$ cat config.mk
export PLATFORM = sky130hd
export DESIGN_NAME = gray_ptr_counter
export DESIGN_NICKNAME = d
export VERILOG_FILES = /design/src/rtl/gcc_pkg.sv /design/src/rtl/gcc_ctl.sv /design/src/rtl/gcc_next.sv /design/src/rtl/gcc_reg.sv /design/src/rtl/gray_ptr_counter.sv
export SDC_FILE = /design/constraint.sdc
export NUM_CORES = 1
export LEC_CHECK = 0
export BUFFER_PORTS_ARGS = -buffer_cell sky130_fd_sc_hd__buf_2
export CELL_PAD_IN_SITES_DETAIL_PLACEMENT = 0
export CELL_PAD_IN_SITES_GLOBAL_PLACEMENT = 1
export CORE_MARGIN = 2
export CORE_UTILIZATION = 40
export DETAILED_ROUTE_END_ITERATION = 12
export HOLD_SLACK_MARGIN = 0.03
export PLACE_DENSITY_LB_ADDON = 0.15
export SLEW_MARGIN = 5
export SYNTH_ARGS = -nofsm -noshare
export SYNTH_HDL_FRONTEND = slang
export SYNTH_HIERARCHICAL = 1
export SYNTH_SLANG_ARGS = --single-unit
$ cat constraint.sdc
create_clock -name clk -period 4.7 [get_ports clk]
set_clock_uncertainty 0.2 [all_clocks]
set_input_delay 0.47 -clock clk [delete_from_list [all_inputs] [get_ports clk]]
set_output_delay 0.47 -clock clk [all_outputs]
set_load 0.02 [all_outputs]
$ cat src/rtl/gcc_pkg.sv
package gcc_pkg;

    localparam int MAX_W = 32;

    typedef enum logic [1:0] {
        STEP_HOLD  = 2'd0,
        STEP_ADV   = 2'd1,
        STEP_CLEAR = 2'd2
    } step_kind_e;

    // One two-input XOR per bit: bit i = b[i] ^ b[i+1]
    function automatic logic [MAX_W-1:0] bin_to_gray(input logic [MAX_W-1:0] b);
        return b ^ (b >> 1);
    endfunction

    // Priority: clear beats advance, advance needs request without inhibit
    function automatic step_kind_e decode_step(input logic clr, input logic req,
                                               input logic blk);
        if (clr)
            return STEP_CLEAR;
        else if (req && !blk)
            return STEP_ADV;
        else
            return STEP_HOLD;
    endfunction

endpackage

$ cat src/rtl/gcc_ctl.sv
module gcc_ctl
    import gcc_pkg::*;
(
    input  logic       rst,
    input  logic       inc_req,
    input  logic       inhibit,
    output step_kind_e step
);

    always_comb begin
        step = decode_step(rst, inc_req, inhibit);
    end

endmodule

$ cat src/rtl/gcc_next.sv
module gcc_next
    import gcc_pkg::*;
#(
    parameter int WIDTH = 5,
    parameter int GW    = 5
) (
    input  step_kind_e       step,
    input  logic [WIDTH-1:0] cur_bin,
    output logic [WIDTH-1:0] next_bin,
    output logic [GW-1:0]    next_gray
);

    always_comb begin
        unique case (step)
            STEP_CLEAR: next_bin = '0;
            STEP_ADV:   next_bin = cur_bin + 1'b1;
            default:    next_bin = cur_bin;
        endcase
    end

    // Gray is formed from the next binary value, not from the held Gray
    always_comb begin
        next_gray = GW'(bin_to_gray(MAX_W'(next_bin)));
    end

endmodule

$ cat src/rtl/gcc_reg.sv
module gcc_reg #(
    parameter int WIDTH     = 5,
    parameter int SHARE_MSB = 0,
    parameter int GW        = 5
) (
    input  logic             clk,
    input  logic [WIDTH-1:0] next_bin,
    input  logic [GW-1:0]    next_gray,
    output logic [WIDTH-1:0] bin_q,
    output logic [WIDTH-1:0] gray_q
);

    logic [GW-1:0] gray_r;

    always_ff @(posedge clk) begin
        bin_q  <= next_bin;
        gray_r <= next_gray;
    end

    generate
        if (SHARE_MSB != 0) begin : g_shared_msb
            // Gray MSB equals binary MSB: reuse that flip-flop
            assign gray_q = {bin_q[WIDTH-1], gray_r};
        end else begin : g_own_msb
            assign gray_q = gray_r;
        end
    endgenerate

endmodule

$ cat src/rtl/gray_ptr_counter.sv
module gray_ptr_counter
    import gcc_pkg::*;
#(
    parameter int WIDTH     = 5,
    parameter int SHARE_MSB = 0
) (
    input  logic             clk,
    input  logic             rst,
    input  logic             inc_req,
    input  logic             inhibit,
    output logic [WIDTH-1:0] gray_ptr,
    output logic [WIDTH-2:0] addr
);

    localparam int AW = WIDTH - 1;
    localparam int GW = (SHARE_MSB != 0) ? WIDTH - 1 : WIDTH;

    step_kind_e       step;
    logic [WIDTH-1:0] bin_q;
    logic [WIDTH-1:0] next_bin;
    logic [GW-1:0]    next_gray;

    gcc_ctl u_ctl (
        .rst     (rst),
        .inc_req (inc_req),
        .inhibit (inhibit),
        .step    (step)
    );

    gcc_next #(.WIDTH(WIDTH), .GW(GW)) u_next (
        .step      (step),
        .cur_bin   (bin_q),
        .next_bin  (next_bin),
        .next_gray (next_gray)
    );

    gcc_reg #(.WIDTH(WIDTH), .SHARE_MSB(SHARE_MSB), .GW(GW)) u_reg (
        .clk       (clk),
        .next_bin  (next_bin),
        .next_gray (next_gray),
        .bin_q     (bin_q),
        .gray_q    (gray_ptr)
    );

    assign addr = bin_q[AW-1:0];

endmodule

==> out/results.ini <==
[status]
status=complete, no violations

[logic_synthesis]
yosys.cell_types.count=27
synth_area_sq_um=551
synth_top_area_share_pct=36.4
ys_top_cells_by_count=10 x dfxtp_1, 5 x inv_1, 5 x nand2b_1
async_flop_share_pct=0
yosysTopAreaCell=dfxtp_1
syn_inst=60
synth_edf_count=0
avgSynthCellArea_sq_um=9.18
yosysWarnings=6
yosysMostFrequentCell=dfxtp_1
synth-main-ff-cell=dfxtp_1
ys_seq_area_share_pct=36.4
synth_nets=66
synth_seq_cells=10
synthTopCellsByArea=dfxtp_1 36%, nand2b_1 5.7%, mux2i_1 5.5%

[die]
io_pins=13
die_area_sq_um=1690
die_h_microns=41.1
die_w_microns=41.1
core-area_sq_um=1300
start_util_pct=42.3
fp-row-count=13

[finish]
syn_to_final_growth_pct=14.1
fin_util_pct=48.3
design_area_sq_um=628
nets=77
drive_gt1_share_pct=31.4
n_antenna_cell=0
stdcell_count=85

[clocking]
clock_path_buffers=2
ctsHoldBuffers=0
cts_htree_levels=1
clkSinkCount=10
cts-buffers-inserted=3
cts_tree=yes
insertion_delay_ns=0.26
clk_pin_slew_ns=0.07
root_buffer=clkbuf_4
cts-resized-gates=0
cts_setup_buffers=0

[detailed_routing]
vias=419
postRouteAntennaNets=0
drc=0
wl_per_cell_microns=10.9
firstDrtPassIters=4
vias_per_cell=4.93
first_iter_violations=8
routed_wl_microns=926

[global_route]
grt_use_total_pct=15.2
grt_pass1_wl_mm=1.64
grt_max_degree=13
grt-ovfl-total=0
grt_most_used_layer=met2
grt_pass1_vias=378
use_met3_pct=8.15
grt_use_met2_pct=21.5
grt_antenna_before_repair=0
grtUsageMet1_pct=19.5

[timing]
setup_viol=0
whs_ns=0.322
max_freq_mhz=536
worstMarginPinSlew_ns=0.341
slew_viol_final=0
fin_setup_tns_ns=0
rsz0062_at_grt=false
post-route-period-util_pct=39.7
period_needed_ns=1.86
relSlewSlack_pct=77.3
hold_viol_final=0

[place]
port_buffers=12
hpwlAfterDp_microns=690
place_area_sq_um=592
place_inst=81
gp_congestion=0.720

[pwr]
peakVddDrop_mv=0.151
static-leakage-power_nw=0.299
power.density_nw_per_um2=278

[setup_path]
path_class=in2reg
end_kind=flop
crit_path_start_kind=input port
worst_ep_arrival_time_ns=1.82
cp.required_ns=4.65
crit_fanout=12

[hold_path]
min_path_type=reg2reg

[flow_run]
max-cap-violations=0

==> routing by layer <==
metal | vias to the layer above | wire, microns | share of wire (%)
li1 | 223 | - | -
met3 | 0 | 37 | 4.0
met4 | 0 | 0 | 0
met5 | - | 0 | 0
met2 | 8 | 424 | 46
met1 | 188 | 465 | 50
==> power by group <==
| part | total (W) | internal [W] | leakage (nW) | switching [W] |
|---|---|---|---|---|
| Clock | 0.0000765 | 0.0000470 | 0.0210 | 0.0000295 |
| Sequential | 0.0000864 | 0.0000856 | 0.0807 | 0.000000786 |
| Combinational | 0.0000114 | 0.00000509 | 0.197 | 0.00000635 |
==> flip-flops by register name, summed over array words and instances, names as in the netlist <==
register      cells
u_reg/gray_q      5
u_reg/bin_q       5
==> critical path, cell delays in order <==
cell     delay (ns)
buf_2          0.09
nor3b_2        0.14
ha_1           0.47
and2b_4        0.25
mux2_2         0.27
xnor2_1        0.12
==> area by class of cell <==
cell class / instances / area, sq um
repair buffers: 12 / 60.1
inverters: 5 / 18.8
well taps: 15 / 18.8
flip-flops and latches: 10 / 200
fillers: 142 / 673
clock buffers: 4 / 36.3
multi-input cells: 39 / 294
==> through the flow <==
stage               setup slack, ns  total power (W)
floorplan                      2.88        0.0000976
global placement               2.57        0.0000998
detailed placement             2.55        0.0000999
CTS                            2.84         0.000179
global route                   2.76         0.000183
finish                         2.84         0.000174
==> layout by cell type, fill, tap and decap left out, types with 2 or more instances in the layout <==
cell and count:
a32oi_1 2, buf_2 12, o21ai_0 2, xnor2_1 2, xor2_1 2, inv_1 5
clkbuf_4 3, mux2i_1 3, o21ai_1 4, nand2_1 3, nand2b_1 5, ha_1 2
dfxtp_1 10
==> worst paths after layout <==
check,start,to,slack (ns),cells after the start
worst min register to register,u_reg/bin_q[4],u_reg/bin_q[4],0.32,1
worst max-delay path,inc_req,u_reg/gray_q[0],2.84,6
worst min-delay path,u_reg/bin_q[4],u_reg/bin_q[4],0.32,1
worst max register to register,u_reg/bin_q[1],u_reg/gray_q[1],3.06,5
==> logic make-up (layout without fill, tap and decap cells) <==
logic type / Yosys count / in the layout / synth area share [%]
compound gates: 13 / 13 / 16.6
xor+xnor: 4 / 4 / 6.36
fa+ha+maj: 2 / 2 / 4.54
buf+inv: 11 / 21 / 10.2
flops: 10 / 10 / 36.4
mux: 4 / 4 / 7.50
simple gates: 16 / 16 / 18.4
Power figures use the tool's default switching activity.
